===== config.mk =====
export PLATFORM = sky130hd
export DESIGN_NAME = codec_ctl_port
export DESIGN_NICKNAME = d
export VERILOG_FILES = /design/src/rtl/codec_ctl_pkg.sv /design/src/rtl/codec_ctl_shifter.sv /design/src/rtl/codec_ctl_decoder.sv /design/src/rtl/codec_ctl_regbank.sv /design/src/rtl/codec_ctl_dout.sv /design/src/rtl/codec_ctl_port.sv
export SDC_FILE = /design/constraint.sdc
export NUM_CORES = 1
export LEC_CHECK = 0
export ABC_AREA = 1
export BUFFER_PORTS_ARGS = -buffer_cell sky130_fd_sc_hd__buf_2
export CORE_ASPECT_RATIO = 1.25
export CORE_MARGIN = 8
export CORE_UTILIZATION = 30
export CTS_BUF_LIST = sky130_fd_sc_hd__clkbuf_16
export DETAILED_ROUTE_END_ITERATION = 8
export PLACE_DENSITY = 0.53
export SYNTH_ARGS = -nofsm -noshare
export SYNTH_HDL_FRONTEND = slang
export SYNTH_HIERARCHICAL = 1
export SYNTH_SLANG_ARGS = --single-unit

===== constraint.sdc =====
create_clock -name bclk -period 2.6 [get_ports bclk]
set_clock_uncertainty 0.05 [all_clocks]
set_input_delay 0.26 -clock bclk [delete_from_list [all_inputs] [get_ports bclk]]
set_output_delay 0.26 -clock bclk [all_outputs]
set_load 0.005 [all_outputs]

===== src/rtl/codec_ctl_pkg.sv =====
`timescale 1ns/1ps
package codec_ctl_pkg;

  localparam int unsigned WORD_W      = 16;
  localparam int unsigned BYTE_W      = 8;
  localparam int unsigned ADDR_W      = 3;
  localparam int unsigned REGS_PER_CH = 6;
  localparam int unsigned MODE_BIT    = 6;
  localparam int unsigned FMT_BIT     = 0;
  localparam logic [ADDR_W-1:0] MODE_REG = 3'd1;

  typedef logic [BYTE_W-1:0] byte_t;
  typedef logic [ADDR_W-1:0] addr_t;

  // addresses 1..6 hold storage, 0 and 7 are empty
  function automatic logic addr_valid(input addr_t a);
    return (a != 3'd0) && (a != 3'd7);
  endfunction

  // bits steering resources common to every channel
  function automatic byte_t share_mask(input addr_t a);
    case (a)
      3'd1:    return 8'h41;
      3'd4:    return 8'hF0;
      default: return 8'h00;
    endcase
  endfunction

  function automatic byte_t reset_value(input addr_t a);
    return (a == MODE_REG) ? 8'h00 : (8'h08 | {5'b0, a});
  endfunction

  // a write aimed at another channel only carries the shared bits
  function automatic byte_t merge_shared(input byte_t old_v, input byte_t nv, input addr_t a);
    byte_t m;
    m = share_mask(a);
    return (old_v & ~m) | (nv & m);
  endfunction

  function automatic byte_t clear_mode(input byte_t v);
    return v & ~(byte_t'(1) << MODE_BIT);
  endfunction

endpackage


===== src/rtl/codec_ctl_shifter.sv =====
`timescale 1ns/1ps
module codec_ctl_shifter
  import codec_ctl_pkg::*;
#(
  parameter int unsigned NUM_SLOTS = 2,
  parameter int unsigned SLOT_W    = 2
) (
  input  logic              clk,
  input  logic              rst_n,
  input  logic              fsync,
  input  logic              din,
  output logic [4:0]        bit_cnt,
  output logic [SLOT_W-1:0] slot,
  output addr_t             hdr_addr,
  output logic              hdr_rd,
  output logic              word_done,
  output addr_t             w_addr,
  output logic              w_rd,
  output logic              w_bcast,
  output byte_t             w_data
);

  localparam logic [4:0] LAST_BIT = 5'(WORD_W - 1);
  localparam logic [4:0] FULL     = 5'(WORD_W);
  localparam logic [4:0] HDR_AT   = 5'(BYTE_W - 1);
  localparam logic [SLOT_W-1:0] IDLE_SLOT = SLOT_W'(NUM_SLOTS);

  logic [WORD_W-2:0] sreg;
  logic [WORD_W-1:0] full_word;

  always_ff @(posedge clk or negedge rst_n) begin
    if (!rst_n) begin
      bit_cnt  <= '0;
      slot     <= IDLE_SLOT;
      sreg     <= '0;
      hdr_addr <= '0;
      hdr_rd   <= 1'b0;
    end else if (fsync) begin
      bit_cnt <= 5'd1;
      slot    <= '0;
      sreg    <= {{(WORD_W-2){1'b0}}, din};
    end else if (bit_cnt == FULL) begin
      bit_cnt <= 5'd1;
      if (slot != IDLE_SLOT) slot <= slot + SLOT_W'(1);
      sreg    <= {{(WORD_W-2){1'b0}}, din};
    end else if (bit_cnt != 5'd0) begin
      bit_cnt <= bit_cnt + 5'd1;
      sreg    <= {sreg[WORD_W-3:0], din};
      if (bit_cnt == HDR_AT) begin
        hdr_addr <= sreg[6:4];
        hdr_rd   <= sreg[3];
      end
    end
  end

  assign full_word = {sreg, din};
  assign word_done = !fsync && (bit_cnt == LAST_BIT);
  assign w_addr    = full_word[15:13];
  assign w_rd      = full_word[12];
  assign w_bcast   = full_word[11];
  assign w_data    = full_word[7:0];

  p_fsync_starts_word_r1: assert property (@(posedge clk) disable iff (!rst_n)
    fsync |=> (bit_cnt == 5'd1) && (slot == '0));

  p_word_length_r1: assert property (@(posedge clk) disable iff (!rst_n)
    word_done |=> (bit_cnt == FULL));

endmodule


===== src/rtl/codec_ctl_decoder.sv =====
`timescale 1ns/1ps
module codec_ctl_decoder
  import codec_ctl_pkg::*;
#(
  parameter int unsigned NUM_SLOTS = 2,
  parameter int unsigned DEV_SLOT  = 0,
  parameter int unsigned N_CH      = 2,
  parameter int unsigned SLOT_W    = 2,
  parameter int unsigned CH_W      = 1
) (
  input  logic              word_done,
  input  logic [SLOT_W-1:0] slot,
  input  addr_t             w_addr,
  input  logic              w_rd,
  input  logic              w_bcast,
  input  byte_t             w_data,
  input  logic              stream_mode,
  input  logic              fmt_split,
  output logic              own_slot,
  output logic [CH_W-1:0]   slot_ch,
  output logic              wr_evt,
  output logic              wr_all,
  output logic              drop_evt,
  output logic              rd_evt,
  output logic              esc_evt
);

  localparam logic [31:0] OWN_LO = 32'(DEV_SLOT);
  localparam logic [31:0] OWN_HI = 32'(DEV_SLOT + N_CH);

  logic in_frame;
  logic ctl_cycle;
  logic wr_target;

  assign in_frame  = slot < SLOT_W'(NUM_SLOTS);
  assign own_slot  = (32'(slot) >= OWN_LO) && (32'(slot) < OWN_HI);
  assign slot_ch   = CH_W'(32'(slot) - OWN_LO);

  // command decoding only outside stream mode
  assign ctl_cycle = word_done && !stream_mode && in_frame;
  assign wr_target = ctl_cycle && !w_rd && (own_slot || w_bcast);
  assign wr_evt    = wr_target && addr_valid(w_addr);
  assign drop_evt  = wr_target && !addr_valid(w_addr);
  assign wr_all    = w_bcast;
  assign rd_evt    = ctl_cycle && own_slot && w_rd;
  assign esc_evt   = word_done && stream_mode && fmt_split && own_slot && w_data[0];

  always_comb begin
    assert ($onehot0({wr_evt, drop_evt, rd_evt, esc_evt}));
  end

endmodule


===== src/rtl/codec_ctl_regbank.sv =====
`timescale 1ns/1ps
module codec_ctl_regbank
  import codec_ctl_pkg::*;
#(
  parameter int unsigned N_CH = 2,
  parameter int unsigned CH_W = 1,
  parameter int unsigned BANK_W = N_CH * REGS_PER_CH * BYTE_W
) (
  input  logic              clk,
  input  logic              rst_n,
  input  logic              fsync,
  input  logic              wr_evt,
  input  logic              wr_all,
  input  logic [CH_W-1:0]   wr_ch,
  input  addr_t             wr_addr,
  input  byte_t             wr_data,
  input  logic              esc_evt,
  input  logic              drop_evt,
  input  logic              rd_evt,
  input  logic [CH_W-1:0]   rd_ch,
  input  addr_t             rd_addr,
  output byte_t             rd_data,
  output logic [BANK_W-1:0] act_flat,
  output logic              stream_mode,
  output logic              fmt_split
);

  localparam int unsigned CH_STRIDE = REGS_PER_CH * BYTE_W;

  logic [BANK_W-1:0] pend_flat;

  for (genvar c = 0; c < N_CH; c++) begin : g_ch
    for (genvar r = 0; r < REGS_PER_CH; r++) begin : g_reg
      localparam addr_t ADDR = addr_t'(r + 1);
      localparam int unsigned LSB = (c * REGS_PER_CH + r) * BYTE_W;

      byte_t pend_q;
      byte_t act_q;
      logic  hit;
      logic  direct;

      assign hit    = wr_evt && (wr_addr == ADDR);
      assign direct = wr_all || (wr_ch == CH_W'(c));

      always_ff @(posedge clk or negedge rst_n) begin
        if (!rst_n) begin
          pend_q <= reset_value(ADDR);
          act_q  <= reset_value(ADDR);
        end else begin
          if (fsync) act_q <= pend_q;
          if (esc_evt && (ADDR == MODE_REG)) pend_q <= clear_mode(pend_q);
          else if (hit) pend_q <= direct ? wr_data : merge_shared(pend_q, wr_data, ADDR);
        end
      end

      assign pend_flat[LSB +: BYTE_W] = pend_q;
      assign act_flat[LSB +: BYTE_W]  = act_q;
    end

    p_escape_clears_r11: assert property (@(posedge clk) disable iff (!rst_n)
      esc_evt |=> !pend_flat[c*CH_STRIDE + MODE_BIT]);

    if (c > 0) begin : g_mirror
      p_shared_reg1_r6: assert property (@(posedge clk) disable iff (!rst_n)
        (pend_flat[c*CH_STRIDE +: BYTE_W] & share_mask(3'd1)) ==
        (pend_flat[0 +: BYTE_W] & share_mask(3'd1)));
      p_shared_reg4_r6: assert property (@(posedge clk) disable iff (!rst_n)
        (pend_flat[c*CH_STRIDE + 3*BYTE_W +: BYTE_W] & share_mask(3'd4)) ==
        (pend_flat[3*BYTE_W +: BYTE_W] & share_mask(3'd4)));
    end
  end

  always_comb begin
    rd_data = '0;
    for (int c = 0; c < N_CH; c++) begin
      for (int r = 0; r < REGS_PER_CH; r++) begin
        if ((rd_ch == CH_W'(c)) && (rd_addr == addr_t'(r + 1)))
          rd_data = act_flat[(c * REGS_PER_CH + r) * BYTE_W +: BYTE_W];
      end
    end
  end

  // channel 0 register 1 governs the mode; its bits are shared
  assign stream_mode = act_flat[MODE_BIT];
  assign fmt_split   = act_flat[FMT_BIT];

  p_commit_on_fsync_r2: assert property (@(posedge clk) disable iff (!rst_n)
    !fsync |=> $stable(act_flat));

  p_read_keeps_pending_r4: assert property (@(posedge clk) disable iff (!rst_n)
    rd_evt |=> $stable(pend_flat));

  p_unimpl_drop_r5: assert property (@(posedge clk) disable iff (!rst_n)
    drop_evt |=> $stable(pend_flat));

endmodule


===== src/rtl/codec_ctl_dout.sv =====
`timescale 1ns/1ps
module codec_ctl_dout
  import codec_ctl_pkg::*;
(
  input  logic       clk,
  input  logic       rst_n,
  input  logic [4:0] bit_cnt,
  input  logic       hdr_rd,
  input  addr_t      hdr_addr,
  input  logic       own_slot,
  input  logic       stream_mode,
  input  byte_t      rd_data,
  output logic       dout
);

  logic       in_lower;
  logic       send;
  logic [2:0] pos;

  // after bit k of the word has been sampled, drive the bit of position 15-k
  assign in_lower = (bit_cnt >= 5'(BYTE_W)) && (bit_cnt <= 5'(WORD_W - 1));
  assign pos      = 3'd7 - bit_cnt[2:0];
  assign send     = in_lower && hdr_rd && own_slot && !stream_mode && addr_valid(hdr_addr);

  always_ff @(negedge clk or negedge rst_n) begin
    if (!rst_n) dout <= 1'b0;
    else        dout <= send ? rd_data[pos] : 1'b0;
  end

  p_upper_byte_zero_r4: assert property (@(posedge clk) disable iff (!rst_n)
    ((bit_cnt < 5'(BYTE_W)) || (bit_cnt == 5'(WORD_W))) |-> !dout);

  p_foreign_quiet_r8: assert property (@(posedge clk) disable iff (!rst_n)
    !own_slot |-> !dout);

  p_stream_quiet_r10: assert property (@(posedge clk) disable iff (!rst_n)
    stream_mode |-> !dout);

endmodule


===== src/rtl/codec_ctl_port.sv =====
`timescale 1ns/1ps
module codec_ctl_port
  import codec_ctl_pkg::*;
#(
  parameter int unsigned NUM_SLOTS = 2,
  parameter int unsigned DEV_SLOT  = 0,
  parameter int unsigned N_CH      = 2
) (
  input  logic                               bclk,
  input  logic                               rst_n,
  input  logic                               fsync,
  input  logic                               sdin,
  output logic                               sdout,
  output logic                               stream_mode,
  output logic [N_CH*REGS_PER_CH*BYTE_W-1:0] reg_view
);

  localparam int unsigned SLOT_W = $clog2(NUM_SLOTS + 1);
  localparam int unsigned CH_W   = (N_CH > 1) ? $clog2(N_CH) : 1;

  logic [4:0]        bit_cnt;
  logic [SLOT_W-1:0] slot;
  addr_t             hdr_addr;
  logic              hdr_rd;
  logic              word_done;
  addr_t             w_addr;
  logic              w_rd;
  logic              w_bcast;
  byte_t             w_data;
  logic              own_slot;
  logic [CH_W-1:0]   slot_ch;
  logic              wr_evt;
  logic              wr_all;
  logic              drop_evt;
  logic              rd_evt;
  logic              esc_evt;
  logic              fmt_split;
  byte_t             rd_data;

  codec_ctl_shifter #(.NUM_SLOTS(NUM_SLOTS), .SLOT_W(SLOT_W)) u_shift (
    .clk(bclk), .rst_n(rst_n), .fsync(fsync), .din(sdin),
    .bit_cnt(bit_cnt), .slot(slot), .hdr_addr(hdr_addr), .hdr_rd(hdr_rd),
    .word_done(word_done), .w_addr(w_addr), .w_rd(w_rd), .w_bcast(w_bcast),
    .w_data(w_data)
  );

  codec_ctl_decoder #(
    .NUM_SLOTS(NUM_SLOTS), .DEV_SLOT(DEV_SLOT), .N_CH(N_CH),
    .SLOT_W(SLOT_W), .CH_W(CH_W)
  ) u_dec (
    .word_done(word_done), .slot(slot), .w_addr(w_addr), .w_rd(w_rd),
    .w_bcast(w_bcast), .w_data(w_data), .stream_mode(stream_mode),
    .fmt_split(fmt_split), .own_slot(own_slot), .slot_ch(slot_ch),
    .wr_evt(wr_evt), .wr_all(wr_all), .drop_evt(drop_evt), .rd_evt(rd_evt),
    .esc_evt(esc_evt)
  );

  codec_ctl_regbank #(.N_CH(N_CH), .CH_W(CH_W)) u_bank (
    .clk(bclk), .rst_n(rst_n), .fsync(fsync),
    .wr_evt(wr_evt), .wr_all(wr_all), .wr_ch(slot_ch), .wr_addr(w_addr),
    .wr_data(w_data), .esc_evt(esc_evt), .drop_evt(drop_evt), .rd_evt(rd_evt),
    .rd_ch(slot_ch), .rd_addr(hdr_addr), .rd_data(rd_data),
    .act_flat(reg_view), .stream_mode(stream_mode), .fmt_split(fmt_split)
  );

  codec_ctl_dout u_dout (
    .clk(bclk), .rst_n(rst_n), .bit_cnt(bit_cnt), .hdr_rd(hdr_rd),
    .hdr_addr(hdr_addr), .own_slot(own_slot), .stream_mode(stream_mode),
    .rd_data(rd_data), .dout(sdout)
  );

endmodule


==> flow_summary.toml <==
[clock_tree]
cts_tree = "built"
clockBufferDepth = 3
clock_sinks = 207
clk_pin_slew_ns = 0.06
cts_inserted_buffers = 22
cts_root_buf = "clkbuf_16"
cts_max_level = 1
insertion_delay_ns = 0.51

[worst_setup_path]
endpoint = "u_dout/dout"
critPathArrivalTime_ns = 2.27
reg2reg_to = "u_dout/dout"
crit_chain = "buf_4 -> nand2_2 -> nor2_4 -> inv_1 -> nor2_1 -> nor2_2 -> nand4_1 -> nand2_1 -> nand4_1 -> nand2_1 -> nand3_1 -> a21oi_1 -> nor2_1"
cp_data_required_time_ns = 1.61
crit_type = "flop to flop"
crit_fanout = 8
worstSetupEndpointType = "flop"
timing.rr.start = "u_shift/hdr_addr[0]"
r2r_slack_ns = -0.66
startpoint = "u_shift/hdr_addr[0]"
startpoint_type = "flop"
ff2ff_path_depth = 13
slowest_delay_ns = 0.47
cpMaxStageDelayCell = "dfrtp_2"

[floorplanning]
row_count = 71
fp.dieW_um = 172.1
ioPinCount = 102
die-height_um = 211.1
core_area_um2 = 30030
initial_utilization = 0.3042
die_area_um2 = 36320

[timing]
drv_slew = 0
hold_viol_final = 0
setup_viol = 2
tightest_slew_ns = 0.8415
fin_ws_ns = -0.6570
rsz0062_at_grt = "yes"
relSlewSlack = 0.4390

[global_routing]
grt_pass1_wl_um = 42840
grt_use_met1 = 0.1923
overflow = 0
gr-usage-met2 = 0.2799
grt_pass1_vias = 6879
top_usage_layer = "met2"
antenna_found_initial = 0
met3_usage = 0.01870
grt_max_degree = 140
grt_usage = 0.1550

[placement]
dpl_cell_area_um2 = 10750
globalplace.congestion = 0.8708
pre_cts_ws_ns = -0.7396
numPortBuffers = 101
place.detailed.hpwl_um = 20260

[synth]
avgSynthCellArea_um2 = 9.993
yosysWarningCount = 6
synth.net_count = 922
synth_area_um2 = 9134
netlist_instances = 914

[drt]
drc_errors = 0
wl_per_cell_um = 18.47
num_vias = 6919
drtIter0Drc = 507
first_pass_iters = 6
via_per_inst = 4.576
wirelength_um = 27930
postRouteAntennaNets = 0

[layout]
nets = 1104
n_antenna_cell = 0
regArea_um2 = 5249
multiInputGateArea_um2 = 3343
drive_gt1_frac = 0.3870
syn_to_final_growth_pct = 26.48
final_common_cell = "nand2_1"
fillers = 3084
mostFrequentLayoutCells = "nand2_1 (214), dfrtp_1 (151), o21ai_0 (113), buf_4 (106), buf_2 (99)"
fin_area_um2 = 11550

[worst_hold_path]
hold_class = "primary input to flop"

[power_and_ir_drop]
total_leakage_power_nw = 5.444
ir_drop_v = 0.0003303
power_density_nw_per_um2 = 603.4
report.power.total_mw = 6.970

[outcome]
violations = "negative setup slack"
outcome = "finished, violations left"

[run]
cap_violations = 0
==> routing by layer <==
| layer | share of wire | vias to the layer above | routed length [um] |
|---|---|---|---|
| met5 | 0 | - | 0 |
| met4 | 0.016 | 0 | 454 |
| met3 | 0.036 | 26 | 1012 |
| met2 | 0.53 | 114 | 14750 |
| met1 | 0.42 | 3388 | 11720 |
| li1 | - | 3391 | - |
==> critical path: cells and delay by family, from the launching register on <==
kind,cells,cell delay (ns)
simple gates,10,0.89
flops,1,0.47
buf+inv,2,0.24
compound gates,1,0.14
==> what timing repair did <==
action,CTS,global route
pin swaps,5,5
resized for setup,4,30
setup buffers,1,0
endpoints found under the hold margin,108,0
endpoints found under the setup margin,2,84
hold buffers,2,0
==> metrics by stage <==
stage	utilization	TNS, ns	hold WS (ns)	cells
2_1_floorplan	-	-0.4316	-0.08559	914
3_3_place_gp	0.3580	-0.7321	0.4107	1470
3_5_place_dp	0.3580	-0.7396	0.4175	1470
4_1_cts	0.3816	-0.8191	0.3860	1512
5_1_grt	0.3847	-0.9311	0.4203	1512
6_report	0.3847	-0.7291	0.3884	1512
==> sequential cells by signal, summed over array words and instances, names as in the netlist, named ones only <==
register              cells
u_bank/g_ch.g.act_q      90
u_shift/hdr_rd            1
u_shift/slot              2
u_dout/dout               1
u_bank/g_ch.g.pend_q     80
u_shift/bit_cnt           5
u_shift/sreg             15
u_shift/hdr_addr          3
==> how the worst min path moves through the flow <==
stage	from	to	slack, ns	cells past startpoint
after floorplan	rst_n	async pin	-0.09	0
after global placement	u_bank/g_ch[1].g_reg[5].pend_q[6]	u_bank/g_ch[1].g_reg[5].pend_q[6]	0.41	2
after detailed placement	u_bank/g_ch[1].g_reg[5].pend_q[0]	u_bank/g_ch[1].g_reg[5].pend_q[0]	0.42	2
after CTS	fsync	u_bank/g_ch[0].g_reg[0].pend_q[6]	0.39	8
after global routing	fsync	u_bank/g_ch[1].g_reg[2].act_q[1]	0.42	4
final	fsync	u_bank/g_ch[1].g_reg[2].act_q[0]	0.39	4
==> layout make-up <==
| class | count | share of cell area |
|---|---|---|
| Timing Repair Buffer | 218 | 0.1282 |
| Multi-Input combinational cell | 566 | 0.2894 |
| Clock inverter | 16 | 0.008015 |
| Clock buffer | 23 | 0.04982 |
| Inverter | 81 | 0.02675 |
| Sequential cell | 207 | 0.4543 |
| Tap cell | 401 | 0.04343 |
==> power by group <==
group | switching [mW] | leakage, nW | internal [mW]
Sequential | 0.0277 | 2.69 | 3.27
Clock | 1.26 | 0.363 | 1.69
Combinational | 0.510 | 2.40 | 0.212
Note: power is estimated with default switching activity, not from simulation.
